## src/rtl/phm_pkg.sv

```systemverilog
package phm_pkg;
  localparam int unsigned PHM_DEF_CNT_W = 15;

  function automatic logic [PHM_DEF_CNT_W-1:0] phm_all_ones();
    return '1;
  endfunction
endpackage

```

## src/rtl/phm_xor_cmp.sv

```systemverilog
module phm_xor_cmp (
  input  logic ref_in,
  input  logic fb_in,
  output logic err_xor,
  output logic run_en
);
  always_comb begin
    err_xor = ref_in ^ fb_in;
    run_en  = ref_in & err_xor;
  end
endmodule

```

## src/rtl/phm_run_counter.sv

```systemverilog
module phm_run_counter #(
  parameter int unsigned CNT_W = 15
) (
  input  logic             clk,
  input  logic             rst_n,
  input  logic             clr,
  input  logic             run_en,
  output logic [CNT_W-1:0] count
);
  localparam logic [CNT_W-1:0] CNT_MAX = {CNT_W{1'b1}};

  logic at_max;
  assign at_max = (count == CNT_MAX);

  always_ff @(posedge clk) begin
    if (!rst_n)              count <= '0;
    else if (clr)            count <= '0;
    else if (run_en && !at_max) count <= count + 1'b1;
  end

  AST_CLEAR_ON_REF_LOW: assert property (@(posedge clk) disable iff (!rst_n)
    clr |=> (count == '0));
  AST_HOLD_WHEN_IDLE: assert property (@(posedge clk) disable iff (!rst_n)
    (!clr && !run_en) |=> $stable(count));
  AST_STEP_ONE: assert property (@(posedge clk) disable iff (!rst_n)
    (!clr && run_en && count != CNT_MAX) |=> (count == $past(count) + 1'b1));
  AST_NO_OVERFLOW: assert property (@(posedge clk) disable iff (!rst_n)
    (!clr && count == CNT_MAX) |=> (count == CNT_MAX));
endmodule

```

## src/rtl/phm_run_strobe.sv

```systemverilog
module phm_run_strobe (
  input  logic clk,
  input  logic rst_n,
  input  logic run_en,
  output logic done
);
  logic run_q;

  always_ff @(posedge clk) begin
    if (!rst_n) run_q <= 1'b0;
    else        run_q <= run_en;
  end

  assign done = run_q & ~run_en;

  AST_STROBE_SINGLE: assert property (@(posedge clk) disable iff (!rst_n)
    done |=> !done);
endmodule

```

## src/rtl/phase_err_meter.sv

```systemverilog
module phase_err_meter
  import phm_pkg::*;
#(
  parameter int unsigned CNT_W = PHM_DEF_CNT_W
) (
  input  logic             clk,
  input  logic             rst_n,
  input  logic             ref_in,
  input  logic             fb_in,
  output logic             err_xor,
  output logic [CNT_W-1:0] err_count,
  output logic             count_valid
);
  logic run_en;

  phm_xor_cmp u_cmp (
    .ref_in (ref_in),
    .fb_in  (fb_in),
    .err_xor(err_xor),
    .run_en (run_en)
  );

  phm_run_counter #(.CNT_W(CNT_W)) u_cnt (
    .clk   (clk),
    .rst_n (rst_n),
    .clr   (~ref_in),
    .run_en(run_en),
    .count (err_count)
  );

  phm_run_strobe u_stb (
    .clk   (clk),
    .rst_n (rst_n),
    .run_en(run_en),
    .done  (count_valid)
  );

  AST_STROBE_NONZERO: assert property (@(posedge clk) disable iff (!rst_n)
    count_valid |-> (err_count != '0));
  AST_RESET_QUIET: assert property (@(posedge clk)
    !rst_n |=> (err_count == '0 && !count_valid));
endmodule

```

## config.mk

```make
export PLATFORM = sky130hd
export DESIGN_NAME = phase_err_meter
export DESIGN_NICKNAME = d
export VERILOG_FILES = /design/src/rtl/phm_pkg.sv /design/src/rtl/phm_xor_cmp.sv /design/src/rtl/phm_run_counter.sv /design/src/rtl/phm_run_strobe.sv /design/src/rtl/phase_err_meter.sv
export SDC_FILE = /design/constraint.sdc
export NUM_CORES = 1
export LEC_CHECK = 0
export BUFFER_PORTS_ARGS = -buffer_cell sky130_fd_sc_hd__buf_4
export CORE_UTILIZATION = 39
export DETAILED_ROUTE_END_ITERATION = 8
export SLEW_MARGIN = 15
export SYNTH_ARGS = -nofsm -noshare
export SYNTH_HDL_FRONTEND = slang
export SYNTH_SLANG_ARGS = --single-unit
```

## constraint.sdc

```tcl
create_clock -name clk -period 3.3 [get_ports clk]
set_input_delay 0.165 -clock clk [delete_from_list [all_inputs] [get_ports clk]]
set_output_delay 0.165 -clock clk [all_outputs]
set_load 0.02 [all_outputs]
```

==> results of run 1 <==
[through the flow]
step                        util  cells  cell area, um2  total power [mW]
after floorplan                -     95           867.1            0.2110
after global placement    0.5136    141            1039            0.2188
after detailed placement  0.5136    141            1039            0.2191
after CTS                 0.5316    145            1075            0.3482
after global routing      0.5316    145            1075            0.3607
final                     0.5316    145            1075            0.3474
[final cells by class]
type | instances | area, um2 | area share
clock buffer | 4 | 36.28 | 0.03376
inverter | 5 | 18.77 | 0.01746
multi-input combinational | 73 | 515.5 | 0.4796
sequential | 16 | 320.3 | 0.2980
tap | 27 | 33.78 | 0.03143
timing repair buffer | 20 | 150.1 | 0.1397
[registers in the layout, summed over array words and instances (netlist names)]
signal       flops
u_cnt.count     15
u_stb.run_q      1
[cell families (layout without fill, tap and decap cells)]
group / after synthesis / count (layout) / synth area share
and+or+nand+nor: 44 / 44 / 0.3637
AOI/OAI and AO/OA: 25 / 25 / 0.1789
DFF: 16 / 16 / 0.3694
buffers and inverters: 6 / 29 / 0.03608
adders and majority gates: 2 / 2 / 0.02886
muxes: 2 / 2 / 0.02309
[placed cells by master, fill, tap and decap left out, drive strengths merged]
| cell | count |
|---|---|
| buf | 20 |
| dfxtp | 16 |
| a21oi | 9 |
| nand2 | 8 |
| nand4 | 8 |
| inv | 5 |
| nor2 | 5 |
| o21ai | 5 |
| o31ai | 4 |
| or3 | 4 |
| clkbuf | 4 |
| nand3 | 3 |
| nor4 | 3 |
| mux2i | 2 |
| or4 | 2 |
| o21a | 2 |
| o41ai | 2 |
| ha | 2 |
| and3 | 2 |
| and2 | 2 |
| and2b | 1 |
| nand2b | 1 |
| nor3b | 1 |
| nor3 | 1 |
| a31oi | 1 |
| o311ai | 1 |
| o211ai | 1 |
| or2 | 1 |
| nand3b | 1 |
| or4b | 1 |
[power by group]
part | internal [mW] | switching, mW | total (mW)
logic | 0.00817 | 0.0111 | 0.0193
registers | 0.194 | 0.00125 | 0.195
clock network | 0.0672 | 0.0658 | 0.133
[worst max-delay path, delay by kind of cell (launching register included)]
family        cells  cell delay (ps)
fa+ha+maj         1              320
simple gates      3              710
mux               1              240
flops             1              520
[how the worst max path moves through the flow]
stage | from | end
after global placement | u_cnt.count[0]$_SDFFE_PN0P_ | u_cnt.count[12]$_SDFFE_PN0P_
after CTS | u_cnt.count[0]$_SDFFE_PN0P_ | u_cnt.count[12]$_SDFFE_PN0P_
after floorplan | u_cnt.count[0]$_SDFFE_PN0P_ | u_cnt.count[12]$_SDFFE_PN0P_
final | u_cnt.count[0]$_SDFFE_PN0P_ | u_cnt.count[12]$_SDFFE_PN0P_
after global routing | u_cnt.count[0]$_SDFFE_PN0P_ | u_cnt.count[12]$_SDFFE_PN0P_
after detailed placement | u_cnt.count[0]$_SDFFE_PN0P_ | u_cnt.count[12]$_SDFFE_PN0P_
[layer usage]
metal | global-route usage | up-vias | routed length [um]
met5 | 0 | - | 0
met4 | 0.07353 | 0 | 15
met3 | 0.02804 | 2 | 83
met2 | 0.2785 | 17 | 938
met1 | 0.2229 | 390 | 908
li1 | - | 414 | -
==> flow_summary_export.csv, run 1 <==
group,metric,value,unit
run_status,outcome,"complete, no violations",
layout,insertedDiodeCount,0,
layout,nets,125,
floorplanning,start_util,0.4288,
worst_setup_path,cp-end-kind,"register",
clock_tree,clockBufferDepth,2,
pwr,ir_worst_vdd,0.2573,mV
min_path,hp-class,"input pin to register",
sta,setup_slack,1390,ps
sta,finalCritPeriodShare,0.5788,
pwr,powerDensity,323.2,mW/mm2
clock_tree,clock-sinks,16,
clock_tree,postCtsSetupRepairBufs,0,
synthesis,syn-instance-count,95,
synthesis,synth_warnings,0,
worst_setup_path,critPathSlowestCell,"dfxtp_1",
layout,drive_gt1_frac,0.2712,
place,gp_congestion,0.7468,
route,wl_per_cell,13.42,um
route,vias,823,
synthesis,synth_edf_count,0,
min_path,min_path_cells,2,
synthesis,synth-main-ff-cell,"dfxtp_1",
floorplanning,io_pins,21,
layout,area_growth,23.95,%
min_path,hold_start,"rst_n",
route,drcViolationCount,0,
worst_setup_path,max_stage_delay,520,ps
global_routing,grt_max_degree,14,
global_routing,grt_pass1_wl,3194,um
global_routing,grt_pass1_vias,731,
synthesis,synth_area_leaders,"dfxtp_1 37%, a21oi_1 5.2%, nand4_4 4.9%, nor4_4 4.9%, nand4_1 4.3%",
clock_tree,cts_hold_buf,0,
floorplanning,row_count,16,
clock_tree,post_cts_resized,0,
worst_setup_path,cp_max_fo,7,
clock_tree,clk_pin_slew,100,ps
layout,nFillCells,204,
place,dpl.hpwl,1405,um
place,post-place-ws,1439,ps
worst_setup_path,reg2reg_to,"u_cnt.count[12]$_SDFFE_PN0P_",
worst_setup_path,reg2reg_from,"u_cnt.count[0]$_SDFFE_PN0P_",
worst_setup_path,worst-setup-path-type,"register to register",
clock_tree,cts_made_buffers,3,
synthesis,syn_area,867.1,um2
floorplanning,die_w,49.15,um
route,antenna_left,0,
sta,slew_violations,0,
global_routing,overflow,0,
sta,tightest_slew,478.4,ps
clock_tree,cts_root_buffer,"clkbuf_4",
global_routing,track_usage,0.1719,
floorplanning,die_y,49.15,um
floorplanning,dieArea,0.002416,mm2
synthesis,ys_seq_area_frac,0.3694,
synthesis,synth_most_common_cell,"dfxtp_1",
synthesis,synth_seq_cells,16,
worst_setup_path,r2r_slack,1390,ps
global_routing,grt_antenna_before_repair,0,
route,vias_per_cell,5.676,
route,dr.pass1.iters,4,
worst_setup_path,reg2regPathDepth,5,
sta,clock.fmax,523.6,MHz
sta,rsz0062_at_grt,"no",
worst_setup_path,path_cells,"ha_1 -> nand4_1 -> nor4_1 -> mux2i_1 -> nor2_1",
clock_tree,clock_latency,290,ps
pwr,leakage,0.4214,nW
floorplanning,core_area,0.002022,mm2
synthesis,avgSynthCellArea,9.127,um2
route,routed_wirelength,1946,um
worst_setup_path,start_kind,"register",
worst_setup_path,cp.required,3470,ps
sta,hold_violations,0,
min_path,min_to,"u_stb.run_q$_SDFF_PN0_",
sta,setup_tns,0,ps
synthesis,synthDistinctLibCells,33,
sta,slew_headroom,0.6786,
sta,finalCriticalPeriod,1910,ps
clock_tree,htree_levels,1,
synthesis,synth-async-reset-ratio,0,
worst_setup_path,arrival,2080,ps
sta,whs,103.8,ps
sta,setup_viol,0,
flow_run,max-cap-violations,0,
clock_tree,cts_tree,"built",
synthesis,syn_nets,101,
place,portBuffers,20,
synthesis,synth_top_area_share,0.3694,
synthesis,synth_top_cell_by_area,"dfxtp_1",
synthesis,synthTopCellsByCount,"16 x dfxtp_1, 9 x a21oi_1, 8 x nand2_1",
sta,skew,0.7412,ps
route,drt_iter0_markers,13,
(Power assumes the default switching activity.)
==> run 2: changes to the inputs <==
==> constraint.sdc (replaced) <==
create_clock -name clk -period 1.7 [get_ports clk]
set_input_delay 0.085 -clock clk [delete_from_list [all_inputs] [get_ports clk]]
set_output_delay 0.085 -clock clk [all_outputs]
set_load 0.02 [all_outputs]
==> flow_summary_export.csv, run 2 (synthesized netlist as in run 1, its figures left out) <==
group,metric,value,unit
clock_tree,cts_hold_buf,0,
floorplanning,row_count,16,
layout,insertedDiodeCount,0,
pwr,p_switching,0.1456,mW
worst_setup_path,start_kind,"register",
pwr,internal_power,0.5252,mW
worst_setup_path,path_cells,"nand4_1 -> nor4_4 -> nor3b_1 -> mux2i_1",
worst_setup_path,crit_family,"simple AND/OR/NAND/NOR gates",
route,vias,854,
sta,skew,1.917,ps
layout,nFillCells,203,
place,portBuffers,20,
clock_tree,htree_levels,1,
pwr,clockPowerShare,0.374,
layout,area_growth,33.91,%
global_routing,track_usage,0.1997,
sta,hold_violations,0,
worst_setup_path,arrival,1750,ps
place,dpl.hpwl,1518,um
sta,finalCriticalPeriod,1576,ps
sta,setup_tns,0,ps
global_routing,overflow,0,
sta,slew_headroom,0.6733,
pwr,leakage,0.4799,nW
floorplanning,dieArea,0.002416,mm2
route,routed_wirelength,2020,um
global_routing,grt_antenna_before_repair,0,
clock_tree,cts_made_buffers,3,
floorplanning,die_w,49.15,um
layout,top_register,"u_cnt.count",
sta,rsz0062_at_grt,"no",
worst_setup_path,cp.required,1880,ps
layout,seq_area,324.1,um2
clock_tree,clock_latency,290,ps
layout,layout_commonest_cell,"buf_4",
layout,drive_gt1_frac,0.3566,
worst_setup_path,cp_max_fo,9,
pwr,pwr-share-seq,0.562,
route,wl_per_cell,12.95,um
clock_tree,clk_pin_slew,90,ps
worst_setup_path,max_stage_delay,540,ps
clock_tree,clockBufferDepth,2,
layout,nets,136,
clock_tree,clock-sinks,16,
clock_tree,cts_tree,"built",
global_routing,grt_pass1_vias,827,
route,vias_per_cell,5.474,
pwr,powerDensity,577.7,mW/mm2
place,placed_area,0.001116,mm2
worst_setup_path,cp_num_buf_inv,0,
layout,multi_input_area,515.5,um2
route,drt_iter0_markers,8,
flow_run,max-cap-violations,0,
layout,final_cell_mix,"31 x buf_4, 13 x dfxtp_1, 9 x a21oi_1",
floorplanning,io_pins,21,
sta,clock.fmax,634.5,MHz
global_routing,grt_pass1_wl,3739,um
layout,largest_reg_flops,15,
worst_setup_path,r2r_slack,120,ps
sta,setup_viol,0,
layout,stdcell_area,0.001161,mm2
worst_setup_path,critPathSlowestCell,"nor4_4",
sta,slew_violations,0,
run_status,outcome,"complete, no violations",
worst_setup_path,worst-setup-path-type,"register to register",
sta,finalCritPeriodShare,0.9270,
pwr,ir_worst_vdd,0.5732,mV
place,gp_congestion,0.7402,
worst_setup_path,cp-end-kind,"register",
pwr,switching_share,0.2171,
floorplanning,core_area,0.002022,mm2
route,dr.pass1.iters,4,
pwr,power.share.combinational,0.063,
floorplanning,die_y,49.15,um
floorplanning,start_util,0.4288,
min_path,hp-class,"input pin to register",
sta,tightest_slew,486.4,ps
route,drcViolationCount,0,
clock_tree,cts_root_buffer,"clkbuf_4",
route,antenna_left,0,
global_routing,grt_max_degree,14,
layout,reg_top3,"u_cnt.count x15, u_stb.run_q x1",
run 2: cell types whose count changed in the layout (fill, tap and decap cells not counted):
cell / previous run / this run
dfxtp_1: 16 / 13
dfxtp_2: 0 / 3
buf_4: 20 / 31
run 2: repair_timing:
item / in CTS / in global routing
endpoints found under the setup margin: 0 / 10
buffers inserted: 0 / 1
resized for setup: 0 / 1
run 2: layer usage:
metal / GRT usage / routed length, um / vias up
li1: - / - / 433
met1: 0.2567 / 1007 / 405
met2: 0.3356 / 926 / 14
met3: 0.04673 / 71 / 2
met4: 0.04412 / 14 / 0
met5: 0 / 0 / -
run 2: area by class of cell:
| cell class | count | area share |
|---|---|---|
| Clock buffer | 4 | 0.03125 |
| Multi-Input combinational cell | 73 | 0.4440 |
| Tap cell | 27 | 0.02909 |
| Sequential cell | 16 | 0.2791 |
| Inverter | 5 | 0.01616 |
| Timing Repair Buffer | 31 | 0.2004 |
run 2: per-stage QoR:
step           hold slack [ps]  power [mW]  setup WS (ps)  std cells    util
4_1_cts                  19.97      0.6770          105.3        155  0.5699
5_1_grt                  7.662      0.7049          2.911        156  0.5743
2_1_floorplan            221.2      0.4098          117.1         95       -
6_report                 23.63      0.6708          124.0        156  0.5743
3_3_place_gp             319.6      0.4286          119.9        151  0.5520
3_5_place_dp             322.3      0.4290          112.8        151  0.5520
run 2: path summary, 6_finish.rpt:
path / end / start / cells after the start
worst max-delay path: u_cnt.count[8]$_SDFFE_PN0P_ / u_cnt.count[13]$_SDFFE_PN0P_ / 4
worst max register to register: u_cnt.count[8]$_SDFFE_PN0P_ / u_cnt.count[13]$_SDFFE_PN0P_ / 4
worst min register to register: u_cnt.count[9]$_SDFFE_PN0P_ / u_cnt.count[9]$_SDFFE_PN0P_ / 2
worst min-delay path: u_stb.run_q$_SDFF_PN0_ / rst_n / 2
run 2: power groups by stage:
stage               clock, mW  sequential (mW)  combinational (mW)
detailed placement          0            0.386              0.0430
global placement            0            0.386              0.0427
finish                  0.251            0.377              0.0425
global route            0.280            0.378              0.0467
floorplan                   0            0.388              0.0216
CTS                     0.257            0.377              0.0431
run 2: worst reg2reg max path, stage by stage (launching register included):
cell and delay (ps):
dfxtp_1 450, nand4_1 190, nor4_4 540, nor3b_1 140, mux2i_1 140
==> run 3: changes to the inputs <==
--- a/config.mk
+++ b/config.mk
@@ -6,9 +6,9 @@
 export NUM_CORES = 1
 export LEC_CHECK = 0
 export BUFFER_PORTS_ARGS = -buffer_cell sky130_fd_sc_hd__buf_4
-export CORE_UTILIZATION = 39
+export CORE_UTILIZATION = 46
 export DETAILED_ROUTE_END_ITERATION = 8
-export SLEW_MARGIN = 15
+export PLACE_DENSITY = 0.73
 export SYNTH_ARGS = -nofsm -noshare
 export SYNTH_HDL_FRONTEND = slang
 export SYNTH_SLANG_ARGS = --single-unit
==> flow_summary_export.csv, run 3 (synthesized netlist as in run 1, its figures left out) <==
group,metric,value,unit
run_status,outcome,"complete, no violations",
global_routing,track_usage,0.2299,
layout,layout_commonest_cell,"buf_4",
place,gp_congestion,0.8207,
sta,skew,1.197,ps
route,dr.pass1.iters,4,
layout,area_growth,32.76,%
clock_tree,clockBufferDepth,2,
global_routing,grt_max_degree,14,
layout,top_register,"u_cnt.count",
pwr,p_switching,0.1468,mW
worst_setup_path,start_kind,"register",
sta,finalCritPeriodShare,0.9502,
pwr,p_total,0.6709,mW
floorplanning,core_area,0.001745,mm2
clock_tree,cts_hold_buf,0,
worst_setup_path,cp.required,1910,ps
pwr,internal_power,0.5241,mW
clock_tree,clock_latency,280,ps
worst_setup_path,crit_family,"simple AND/OR/NAND/NOR gates",
worst_setup_path,critPathSlowestCell,"or4b_1",
place,portBuffers,20,
clock_tree,cts_root_buffer,"clkbuf_4",
place,dpl.hpwl,1525,um
worst_setup_path,cp_num_buf_inv,0,
sta,hold_violations,0,
global_routing,overflow,0,
sta,finalCriticalPeriod,1615,ps
layout,drive_gt1_frac,0.3543,
layout,reg_top3,"u_cnt.count x15, u_stb.run_q x1",
layout,stdcell_area,0.001151,mm2
floorplanning,start_util,0.4968,
sta,setup_slack,84.70,ps
place,placed_area,0.001091,mm2
layout,largest_reg_flops,15,
pwr,clockPowerShare,0.377,
layout,insertedDiodeCount,0,
worst_setup_path,cp-end-kind,"register",
layout,nets,134,
global_routing,grt_pass1_wl,3436,um
pwr,powerDensity,582.8,mW/mm2
worst_setup_path,cp_max_fo,8,
clock_tree,htree_levels,1,
worst_setup_path,worst-setup-path-type,"register to register",
worst_setup_path,r2r_slack,80,ps
place,post-place-ws,69.67,ps
clock_tree,cts_tree,"built",
floorplanning,die_y,45.42,um
sta,slew_violations,0,
sta,tightest_slew,478.2,ps
worst_setup_path,max_stage_delay,490,ps
route,vias,855,
floorplanning,die_w,45.42,um
sta,setup_viol,0,
pwr,leakage,0.4669,nW
worst_setup_path,path_cells,"and3_4 -> nand4_4 -> or4b_1 -> a21oi_1",
pwr,pwr-share-seq,0.564,
floorplanning,dieArea,0.002063,mm2
min_path,hp-class,"input pin to register",
route,drcViolationCount,0,
pwr,ir_worst_vdd,0.5420,mV
route,vias_per_cell,5.625,
global_routing,grt_pass1_vias,755,
route,antenna_left,0,
pwr,switching_share,0.2188,
clock_tree,clk_pin_slew,100,ps
sta,slew_headroom,0.6804,
route,wl_per_cell,13.80,um
pwr,power.share.combinational,0.059,
layout,final_cell_mix,"29 x buf_4, 14 x dfxtp_1, 9 x a21oi_1",
clock_tree,clock-sinks,16,
sta,clock.fmax,619.1,MHz
flow_run,max-cap-violations,0,
clock_tree,cts_made_buffers,3,
layout,nFillCells,158,
floorplanning,io_pins,21,
route,drt_iter0_markers,18,
global_routing,grt_antenna_before_repair,0,
worst_setup_path,arrival,1820,ps
floorplanning,row_count,15,
route,routed_wirelength,2097,um
-- run 3: cell count changes in the layout (fill, tap and decap cells not counted), sizes merged --
cell	change
buf	-2
-- run 3: repair_timing --
item / 4_1_cts / 5_1_grt
endpoints found under the setup margin: 0 / 13
resized for setup: 0 / 2
buffers inserted: 0 / 2
hold endpoints to repair: 0 / 0
-- run 3: final timing paths --
kind,start,endpoint,depth (start not counted)
min reg2reg,u_cnt.count[11]$_SDFFE_PN0P_,u_cnt.count[11]$_SDFFE_PN0P_,2
min,rst_n,u_stb.run_q$_SDFF_PN0_,2
max,u_cnt.count[2]$_SDFFE_PN0P_,u_cnt.count[13]$_SDFFE_PN0P_,4
max reg2reg,u_cnt.count[2]$_SDFFE_PN0P_,u_cnt.count[13]$_SDFFE_PN0P_,4
-- run 3: through the flow --
step                      utilization  instances  hold WS (ps)  setup TNS, ps
after floorplan                     -         95         221.2              0
after global placement         0.6251        146         315.9              0
after detailed placement       0.6251        146         326.1              0
after CTS                      0.6459        150         24.61              0
after global routing           0.6595        152         29.06         -2.196
final                          0.6595        152         29.71              0
-- run 3: power groups by stage --
stage                     logic (mW)  registers (mW)  clock network (mW)
after floorplan               0.0216           0.388                   0
after global placement        0.0393           0.387                   0
after detailed placement      0.0400           0.387                   0
after CTS                     0.0402           0.379               0.259
after global routing          0.0448           0.379               0.279
final                         0.0397           0.379               0.253
-- run 3: layout make-up --
| class | instances | area [um2] | area share |
|---|---|---|---|
| well taps | 25 | 31.28 | 0.02717 |
| inverters | 5 | 18.77 | 0.01630 |
| flip-flops and latches | 16 | 322.8 | 0.2804 |
| multi-input cells | 73 | 524.3 | 0.4554 |
| clock buffers | 4 | 36.28 | 0.03152 |
| repair buffers | 29 | 217.7 | 0.1891 |
-- run 3: metal layers --
layer | global-route usage | wire, um | vias up
li1 | - | - | 424
met1 | 0.2924 | 951 | 406
met2 | 0.3943 | 1061 | 23
met3 | 0.03571 | 69 | 2
met4 | 0.07273 | 13 | 0
met5 | 0 | 0 | -
